File: src/rtl/aes_ks_pkg.sv
package aes_ks_pkg;

  typedef enum logic [1:0] {
    PH_IDLE     = 2'd0,
    PH_PRESCHED = 2'd1,
    PH_LIVE     = 2'd2
  } ks_phase_e;

  // multiply by x in GF(2^8), reduction polynomial x^8+x^4+x^3+x+1
  function automatic logic [7:0] gf_xtime(input logic [7:0] a);
    return {a[6:0], 1'b0} ^ (8'h1b & {8{a[7]}});
  endfunction

  function automatic logic [7:0] gf_mul(input logic [7:0] a, input logic [7:0] b);
    logic [7:0] acc;
    logic [7:0] sh;
    acc = 8'h00;
    sh  = a;
    for (int i = 0; i < 8; i++) begin
      if (b[i]) acc = acc ^ sh;
      sh = gf_xtime(sh);
    end
    return acc;
  endfunction

  // a^254 equals the multiplicative inverse, and maps 0 to 0
  function automatic logic [7:0] gf_inv(input logic [7:0] a);
    logic [7:0] res;
    logic [7:0] pw;
    res = 8'h01;
    pw  = a;
    for (int i = 0; i < 8; i++) begin
      if (i != 0) res = gf_mul(res, pw);
      pw = gf_mul(pw, pw);
    end
    return res;
  endfunction

  function automatic logic [7:0] sbox_affine(input logic [7:0] b);
    return b ^ {b[6:0], b[7]} ^ {b[5:0], b[7:6]} ^ {b[4:0], b[7:5]}
             ^ {b[3:0], b[7:4]} ^ 8'h63;
  endfunction

  // round constant for round n (n >= 1): x^(n-1) in GF(2^8)
  function automatic logic [7:0] rcon_byte(input logic [7:0] n);
    logic [7:0] r;
    r = 8'h01;
    for (int i = 1; i < 32; i++) begin
      if (i < int'(n)) r = gf_xtime(r);
    end
    return r;
  endfunction

endpackage

File: src/rtl/ks_sbox.sv
module ks_sbox
  import aes_ks_pkg::*;
(
  input  logic [7:0] din,
  output logic [7:0] dout
);
  assign dout = sbox_affine(gf_inv(din));
endmodule

File: src/rtl/ks_subword.sv
module ks_subword #(
  parameter int WORD_W = 32,
  localparam int NBYTES = WORD_W / 8
) (
  input  logic [WORD_W-1:0] din,
  output logic [WORD_W-1:0] dout
);
  for (genvar b = 0; b < NBYTES; b++) begin : g_byte
    ks_sbox u_sbox (
      .din  (din[b*8 +: 8]),
      .dout (dout[b*8 +: 8])
    );
  end
endmodule

File: src/rtl/ks_step.sv
module ks_step #(
  parameter int WORD_W = 32,
  parameter int NWORDS = 4,
  localparam int KEY_W = WORD_W * NWORDS
) (
  input  logic [KEY_W-1:0] cur_key,
  input  logic             rev,
  input  logic [7:0]       rc,
  output logic [KEY_W-1:0] nxt_key
);
  logic [WORD_W-1:0] cw [NWORDS];
  logic [WORD_W-1:0] fw [NWORDS];
  logic [WORD_W-1:0] bw [NWORDS];
  logic [WORD_W-1:0] sub_in;
  logic [WORD_W-1:0] rot_w;
  logic [WORD_W-1:0] sub_out;
  logic [WORD_W-1:0] tmix;

  for (genvar i = 0; i < NWORDS; i++) begin : g_unpack
    assign cw[i] = cur_key[(NWORDS-1-i)*WORD_W +: WORD_W];
    assign nxt_key[(NWORDS-1-i)*WORD_W +: WORD_W] = rev ? bw[i] : fw[i];
  end

  // forward: last word as held; reverse: last word recovered from the newer key
  assign sub_in = rev ? (cw[NWORDS-1] ^ cw[NWORDS-2]) : cw[NWORDS-1];
  assign rot_w  = {sub_in[WORD_W-9:0], sub_in[WORD_W-1 -: 8]};

  ks_subword #(.WORD_W(WORD_W)) u_subword (
    .din  (rot_w),
    .dout (sub_out)
  );

  assign tmix = sub_out ^ {rc, {(WORD_W-8){1'b0}}};

  assign fw[0] = cw[0] ^ tmix;
  assign bw[0] = cw[0] ^ tmix;
  for (genvar i = 1; i < NWORDS; i++) begin : g_chain
    assign fw[i] = cw[i] ^ fw[i-1];
    assign bw[i] = cw[i] ^ cw[i-1];
  end
endmodule

File: src/rtl/ks_ctrl.sv
module ks_ctrl
  import aes_ks_pkg::*;
#(
  parameter int NR = 10,
  localparam int IDX_W = $clog2(NR + 1)
) (
  input  logic             clk,
  input  logic             rst_n,
  input  logic             start,
  input  logic             decrypt,
  input  logic             advance,
  output logic             load,
  output logic             step_en,
  output logic             step_rev,
  output logic             walk_rev,
  output logic [IDX_W-1:0] idx,
  output logic             live
);
  localparam logic [IDX_W-1:0] LAST = IDX_W'(NR);

  ks_phase_e phase;
  logic      at_end;

  assign live     = (phase == PH_LIVE);
  assign at_end   = walk_rev ? (idx == '0) : (idx == LAST);
  assign load     = start;
  assign step_rev = live && walk_rev;
  assign step_en  = !start && ((phase == PH_PRESCHED) || (live && advance && !at_end));

  always_ff @(posedge clk or negedge rst_n) begin
    if (!rst_n) begin
      phase    <= PH_IDLE;
      idx      <= '0;
      walk_rev <= 1'b0;
    end else if (start) begin
      phase    <= decrypt ? PH_PRESCHED : PH_LIVE;
      idx      <= '0;
      walk_rev <= decrypt;
    end else begin
      case (phase)
        PH_PRESCHED: begin
          idx <= idx + 1'b1;
          if (idx == LAST - 1'b1) phase <= PH_LIVE;
        end
        PH_LIVE: begin
          if (advance) begin
            if (at_end)        phase <= PH_IDLE;
            else if (walk_rev) idx <= idx - 1'b1;
            else               idx <= idx + 1'b1;
          end
        end
        default: ;
      endcase
    end
  end
endmodule

File: src/rtl/aes128_key_walker.sv
module aes128_key_walker
  import aes_ks_pkg::*;
#(
  parameter int NR = 10,
  parameter int WORD_W = 32,
  localparam int NWORDS = 4,
  localparam int KEY_W = NWORDS * WORD_W,
  localparam int IDX_W = $clog2(NR + 1)
) (
  input  logic             clk,
  input  logic             rst_n,
  input  logic [KEY_W-1:0] key_in,
  input  logic             start,
  input  logic             decrypt,
  input  logic             advance,
  output logic [KEY_W-1:0] round_key,
  output logic [IDX_W-1:0] round_idx,
  output logic             key_valid
);
  logic             load;
  logic             step_en;
  logic             step_rev;
  logic             walk_rev;
  logic [IDX_W-1:0] idx;
  logic [IDX_W-1:0] rc_idx;
  logic [7:0]       rc;
  logic [KEY_W-1:0] nxt_key;

  ks_ctrl #(.NR(NR)) u_ctrl (
    .clk      (clk),
    .rst_n    (rst_n),
    .start    (start),
    .decrypt  (decrypt),
    .advance  (advance),
    .load     (load),
    .step_en  (step_en),
    .step_rev (step_rev),
    .walk_rev (walk_rev),
    .idx      (idx),
    .live     (key_valid)
  );

  // forward step into round idx+1 uses its constant; backward out of idx uses idx's
  assign rc_idx = step_rev ? idx : idx + 1'b1;
  assign rc     = rcon_byte(8'(rc_idx));

  ks_step #(.WORD_W(WORD_W), .NWORDS(NWORDS)) u_step (
    .cur_key (round_key),
    .rev     (step_rev),
    .rc      (rc),
    .nxt_key (nxt_key)
  );

  // one register per word, each behind its own load/update mux
  for (genvar w = 0; w < NWORDS; w++) begin : g_word
    always_ff @(posedge clk or negedge rst_n) begin
      if (!rst_n)
        round_key[w*WORD_W +: WORD_W] <= '0;
      else if (load)
        round_key[w*WORD_W +: WORD_W] <= key_in[w*WORD_W +: WORD_W];
      else if (step_en)
        round_key[w*WORD_W +: WORD_W] <= nxt_key[w*WORD_W +: WORD_W];
    end
  end

  assign round_idx = idx;
endmodule

File: config.mk
export PLATFORM = sky130hd
export DESIGN_NAME = aes128_key_walker
export DESIGN_NICKNAME = d
export VERILOG_FILES = /design/src/rtl/aes_ks_pkg.sv /design/src/rtl/ks_sbox.sv /design/src/rtl/ks_subword.sv /design/src/rtl/ks_step.sv /design/src/rtl/ks_ctrl.sv /design/src/rtl/aes128_key_walker.sv
export SDC_FILE = /design/constraint.sdc
export NUM_CORES = 2
export LEC_CHECK = 0
export BUFFER_PORTS_ARGS = -buffer_cell sky130_fd_sc_hd__buf_2
export CAP_MARGIN = 25
export CORE_MARGIN = 3
export CORE_UTILIZATION = 68
export CTS_CLUSTER_DIAMETER = 50
export CTS_CLUSTER_SIZE = 30
export DETAILED_ROUTE_END_ITERATION = 10
export PLACE_DENSITY = 0.87
export SYNTH_ARGS = -nofsm -noshare
export SYNTH_HDL_FRONTEND = slang
export SYNTH_SLANG_ARGS = --single-unit
File: constraint.sdc
create_clock -name clk -period 38 [get_ports clk]
set_clock_uncertainty 0.2 [all_clocks]
set_input_delay 5.7 -clock clk [delete_from_list [all_inputs] [get_ports clk]]
set_output_delay 5.7 -clock clk [all_outputs]
set_load 0.01 [all_outputs]
# == Word-level counts from Yosys, hierarchy flattened ==
# Cells that the tools add are included.
# word_totals
register_bits,135
inputBits,133
out_inout_bits,133
# classes
eq_ne,8
bitwise_logic,797
magnitude_cmp,14
add_sub_neg,2
reduce_logical,12
muxes,487
# op_table
op,n
$mux 8,428
$xor 8x8->8,380
$xor 8x5->8,371
$mux 32,12
$xor 32x32->32,8
$mux 4,10
$mux 7,5
$mux 6,5
$lt 4x4->1 const A,7
$not 1->1 const A,28
$mux 5,5
$mux 2,10
$lt 3x4->1 const A,4
$not 4->4,4
$mux 3,5
$ne 3x3->1 const B,4
$eq 4x4->1 const B,2
$lt 2x4->1 const A,2
$pmux 4 s2,1
$xor 8x1->8 const B,1
$xor 7x1->7 const B,1
$xor 6x1->6 const B,1
$mux 1,5
$xor 5x1->5 const B,1
other kinds (16),20

# == Depth between registers and ports, before layout ==
# depth
word_depth,136
depth_mapped,82

# == Modules after synthesis ==
# From an unflattened synthesis, not the netlist that was laid out.
# unflattened
hier_cells,8927
area_unflattened_um2,71602.4
# modules_own_cells
module,instances,area_each_um2,cells_each,seq_area_each_um2
ks_sbox,4,15220.8,1942,0.0
aes128_key_walker,1,6598.8,669,3203.1
ks_step,1,3593.4,438,0.0
ks_ctrl,1,526.8,52,175.2

# == Worst setup path before layout ==
# Ideal clock, no wire load.
# synth_timing
path_type,register to register
from,reg u_ctrl.phase[1]
to,reg round_key[30]
t_arrival_ns,17.521
path_stages_with_launch,69
t_required_ns,37.675
period_less_slack_ns,17.846
slack_ns,20.154
path_cell_list,dfrtp_1 buf_6 buf_6 nand4b_1 xor2_1 inv_2 buf_2 ha_1 xor2_1 xnor2_1 and2_1 mux2i_1 a21oi_1 o21ai_1 buf_2 nand2_1 inv_2 clkbuf_1 (+33 left out) xnor2_2 xnor3_1 nor2_1 xnor3_1 xnor2_2 xnor2_4 xnor3_1 xnor2_1 mux2_2 o32a_1 xnor3_1 xor2_4 xor3_1 xor2_1 or3_1 a21oi_1 xor2_1 mux2_2
# synth_between
elab_chain_cells,136
elab_cells_between_ends,358
classes_between,order compare (14); eq/ne (2); mux (131); bitwise (205); reduce/logical (6)
# synth_lines
item,line,text
start: declaration,ks_ctrl.sv:21,ks_phase_e phase;
start signal: assignment,ks_ctrl.sv:36,phase <= decrypt ? PH_PRESCHED : PH_LIVE;
$eq 2x2->1,ks_ctrl.sv:24,assign live = (phase == PH_LIVE);
$logic_and 1x1->1,ks_ctrl.sv:27,assign step_rev = live && walk_rev;
$mux 32,ks_step.sv:25,assign sub_in = rev ? (cw[NWORDS-1] ^ cw[NWORDS-2]) : cw[NWORDS-1];
$mux 8 / $xor 8x5->8 (equally long branches),"aes_ks_pkg.sv:20, aes_ks_pkg.sv:11",
$xor 8x8->8,aes_ks_pkg.sv:20,if (b[i]) acc = acc ^ sh;
$mux 8,aes_ks_pkg.sv:20,
$xor 8x8->8,aes_ks_pkg.sv:20,
$mux 8,aes_ks_pkg.sv:20,
(+118 left out),n/a,
$xor 8x8->8,aes_ks_pkg.sv:41,"^ {b[3:0], b[7:4]} ^ 8'h63;"
$not 4->4 (no line),n/a,
$xor 32x32->32,ks_step.sv:33,"assign tmix = sub_out ^ {rc, {(WORD_W-8){1'b0}}};"
$xor 32x32->32,ks_step.sv:35,assign fw[0] = cw[0] ^ tmix;
$xor 32x32->32 (3 in a row),ks_step.sv:38,assign fw[i] = cw[i] ^ fw[i-1];
$mux 32,ks_step.sv:21,assign nxt_key[(NWORDS-1-i)*WORD_W +: WORD_W] = rev ? bw[i] : fw[i];
$mux 32,aes128_key_walker.sv:61,else if (step_en)
$mux 32,aes128_key_walker.sv:59,else if (load)
end signal: indexed assignment,aes128_key_walker.sv:60,round_key[w*WORD_W +: WORD_W] <= key_in[w*WORD_W +: WORD_W];
end signal: indexed assignment,aes128_key_walker.sv:62,round_key[w*WORD_W +: WORD_W] <= nxt_key[w*WORD_W +: WORD_W];
end: declaration,aes128_key_walker.sv:16,"output logic [KEY_W-1:0] round_key,"
# Parallel ways exist; a longest one is shown, timed or not. The select of a mux whose other input is x is not followed.
# A chain may end at the register's enable or synchronous reset.

# == Final worst setup path ==
# layout_timing
from,reg u_ctrl.walk_rev
to,reg round_key[90]
# layout_between
elab_chain_cells,132
elab_cells_between_ends,354
classes_between,order compare (14); mux (132); bitwise (202); reduce/logical (6)
# layout_lines
item,line,text
start: declaration,ks_ctrl.sv:15,"output logic walk_rev,"
start signal: assignment,ks_ctrl.sv:38,walk_rev <= decrypt;
$logic_and 1x1->1,ks_ctrl.sv:27,
$mux 32,ks_step.sv:25,
$mux 8 / $xor 8x5->8 (equally long branches),"aes_ks_pkg.sv:20, aes_ks_pkg.sv:11",
$xor 8x8->8,aes_ks_pkg.sv:20,
$mux 8,aes_ks_pkg.sv:20,
$xor 8x8->8,aes_ks_pkg.sv:20,
$mux 8,aes_ks_pkg.sv:20,
$xor 8x8->8,aes_ks_pkg.sv:20,
(+114 left out),n/a,
$xor 8x8->8 (3 in a row),aes_ks_pkg.sv:40,"return b ^ {b[6:0], b[7]} ^ {b[5:0], b[7:6]} ^ {b[4:0], b[7:5]}"
$xor 8x8->8,aes_ks_pkg.sv:41,
$xor 32x32->32,ks_step.sv:33,
$xor 32x32->32,ks_step.sv:35,
$xor 32x32->32,ks_step.sv:38,
$mux 32,ks_step.sv:21,
$mux 32,aes128_key_walker.sv:61,
$mux 32,aes128_key_walker.sv:59,
# Parallel ways exist; a longest one is shown, timed or not. The select of a mux whose other input is x is not followed.

==> impl.org <==
** Outcome
- Run status :: finished with violations
- The final reports fail on design-rule violations.

** Timing
- Tightest Pin Transition :: 1.137 ns
- In this run the tightest slew margin relative to its limit is 23.66%.
- Fmax :: 44.33 MHz
- The number of hold violations in the final report came to 0.
- Setup repair after global routing left no endpoint under its margin.
- Summed over all failing endpoints, the final setup total negative slack is 0 ns.
- The worst path needs 22.56 ns of the cycle, external delays included.
- Setup violations remaining at the end of the flow were counted as 0.
- Of the available clock period, the critical path in the final layout requires 59.37%.
- Final-layout worst hold slack :: 0.4385 ns
- Final number of max-transition violations :: 0

** Global route
- Vias in the first global route :: 60940
- Overall overflow remaining after global route :: 0
- Initial antenna violation count :: 18
- Entering global routing, the biggest net connects 80 pins.
- For this run, the total global-route usage over all layers was measured as 41.39%.
- The first global-routing pass estimated 344300 um of wire.

** Setup path
- Of all nets on the critical path, the largest fanout is 45.
- Crit-path max cell delay :: 0.92 ns
- Cell with the most instances on the worst path :: xnor2_1
- Arrival time worst endpoint :: 22.74 ns
- Reg2reg start :: u_ctrl.walk_rev
- At the worst endpoint, the required time is between 30 and 40 ns.
- Kind of end point of the critical path :: flop
- The number of cells on the worst reg-to-reg path is between 60 and 70.
- Reg2Reg Setup Slack :: 15.44 ns
- Highest-delay cell along the critical path :: a2111oi_2
- The endpoint identified for the worst register-to-register timing path is round_key[90].
- Critical Path Start Type :: flop
- The critical path is of the reg2reg type.

** Yosys
- The synthesized netlist contains 125 unique library cells.
- Share of the yosys chip area belonging to registers :: under 10%
- Register bit count reported by yosys :: 135
- A synthesized cell averages approximately 7.8 um2.
- Synth warn :: 0
- Counting flops with an async set or reset pin after synthesis yields a share of 100.0%.
- The number of nets handed over by synthesis was 8754.
- In this run the cell area of the synthesized design comes to 66960 um2.
- Among all flip-flop cells after synthesis, the most frequent one is dfrtp_1.
- Counting flops with a built-in enable in the synthesized netlist gives 0.
- After technology mapping, the gate count stands at 8597.

** Hold path
- The worst hold path begins at round_key[111].
- Counting instances, the worst hold path has a depth of 2.
- Endpoint, Worst Hold :: round_key[111]
- In this run the worst hold path is classified as reg2reg.

** Final layout
- Measured on the finished design, the core utilization comes to 72.58%.
- Of the cells placed in the final design, the portion with a size suffix greater than 1 is 12.40%.
- Area grow syn2layout :: 5.288%
- Layout Nets :: 8744

** Clock tree
- After clock tree synthesis, the setup repair step added 0 buffers.
- H-tree depth :: 4
- Clock transition at the registers of the reported paths :: 0.07 ns
- In this run, post-CTS repair resized a total of 0 instances.
- Hold_buf cts :: 0
- Total clock buffers created by CTS :: 17
- CTS sink cnt :: 135
- The cell sitting at the root of the clock tree is a clkbuf_16.
- The longest clock path from root to sink contains 2 buffers.
- Source-to-sink clock delay at the later pin of the worst-skew pair :: 0.50 ns
- TritonCTS built the clock tree.

** Drt
- WL met2 :: 97330 um
- Detailed-route DRC error count :: 2
- Final routed wire length divided by cell count :: 22.27 um
- Post-Route WL :: 220200 um
- Top routing layer in use :: met5
- Via Count :: 65410
- Met3 Wirelength :: 27070 um
- Count of routing violations after the opening detailed-route iteration :: 8372
- In the routed layout, each cell is associated on average with a via count of 6.615.
- Before antenna repair, the detailed router went through 11 iterations.
- In this run the remaining antenna-violating nets after routing total 0.
- WL met1 :: 85520 um

** Floorplanning
- The die is 319.8 um wide.
- Height of the chip :: 319.8 um
- Die Footprint :: ~100000 um2
- 266 I/O pins were placed.
- Core outline area :: slightly below 100000 um2
- The initial utilization of the core area, before any placement, comes to 68.94%.
- Cell Rows :: approximately 110

** Placement
- The count of buffers added on input and output ports is roughly 270.
- After legalization and detailed placement, the total HPWL measured 163300 um.
- The congestion estimate from routability-driven global placement came to 1.026.

** Flow run
- Max-cap violations in this run came to 0.
==> worst max-delay path, delay by kind of cell, from the launching register on <==
kind,cells,cell delay (ns)
buffers and inverters,7,2.46
adder cells (fa/ha/maj),4,2.05
multiplexers,4,1.55
AND/OR/NAND/NOR,19,5.91
XOR/XNOR,17,6.36
AO/OA/AOI/OAI,12,3.51
flip-flops,1,0.34
==> synth_stat cells, types with 135 or more instances <==
cell type  instances  area (um2)
clkbuf_1         374        1404
o21ai_0          365        1827
xnor2_1         1553       13600
nand3_1          166       830.8
nand2_1          953        3577
dfrtp_1          135        3378
nor3_1           208        1041
a21oi_1          434        2172
nor2_1          1223        4591
xor2_1           524        4589
xnor3_1          394        8874
mux2i_1          210        2102
==> cell families after synthesis <==
logic type | synth area share (%)
AO/OA/AOI/OAI | 16.59
XOR/XNOR | 48.54
adder cells (fa/ha/maj) | 0.5232
buffers and inverters | 4.186
flip-flops | 5.045
multiplexers | 5.705
AND/OR/NAND/NOR | 19.41
==> worst max-delay path by stage <==
stage | start | endpoint | slack, ns | cells after the start
floorplan | u_ctrl.phase[1] | round_key[30] | 20.15 | 68
global placement | u_ctrl.walk_rev | round_key[29] | 16.01 | 63
detailed placement | u_ctrl.walk_rev | round_key[30] | 15.63 | 62
CTS | u_ctrl.walk_rev | round_key[29] | 15.55 | 62
global route | u_ctrl.walk_rev | round_key[30] | 14.30 | 63
finish | u_ctrl.walk_rev | round_key[90] | 15.44 | 63
==> placed cells by master (no fill, tap or decap), types with 39 or more instances in the layout <==
master,n
a21oi_1,434
buf_2,263
nor3_1,208
and2_1,47
a22oi_1,60
mux2i_1,210
buf_4,271
mux2_2,133
o21ai_1,41
xnor2_1,1521
xor2_2,53
o22ai_1,119
or3_1,58
nand2b_1,58
xnor2_2,116
xor3_1,66
nor2_1,1221
o21ai_0,364
a31oi_1,70
nand3_1,166
inv_1,71
xor2_1,517
a211oi_1,93
xnor3_1,394
dfrtp_1,133
nor2b_1,39
o211ai_1,69
nand2_1,952
==> metrics by stage <==
step	setup slack [ns]	cells	cell area, um2
2_1_floorplan	20.15	8597	66960
3_3_place_gp	16.01	9828	69730
3_5_place_dp	15.63	9830	69740
4_1_cts	15.55	9862	70340
5_1_grt	14.30	9877	70480
6_report	15.44	9887	70500
==> registers in the layout, indices dropped and copies added, names as in the netlist <==
name,flops
u_ctrl.walk_rev,1
round_key,128
u_ctrl.idx,4
u_ctrl.phase,2
==> routing by layer <==
metal  GRT usage [%]  vias up
li1                -    29720
met1           54.82    31040
met2           65.02     3965
met3           10.02      665
met4           16.82       16
met5               0        -
==> layout make-up <==
class                           count  area (um2)
Inverter                           95       356.6
Sequential cell                   135        3381
Timing Repair Buffer              540        3432
Fill cell                        7680       26630
Clock buffer                       17       425.4
Antenna cell                       11       27.53
Tap cell                         1276        1597
Multi-Input combinational cell   7798       61110
Clock inverter                     15       173.9
Power is not shown: default switching activity piles up to over one toggle a cycle in this logic, so the estimate is an artifact.
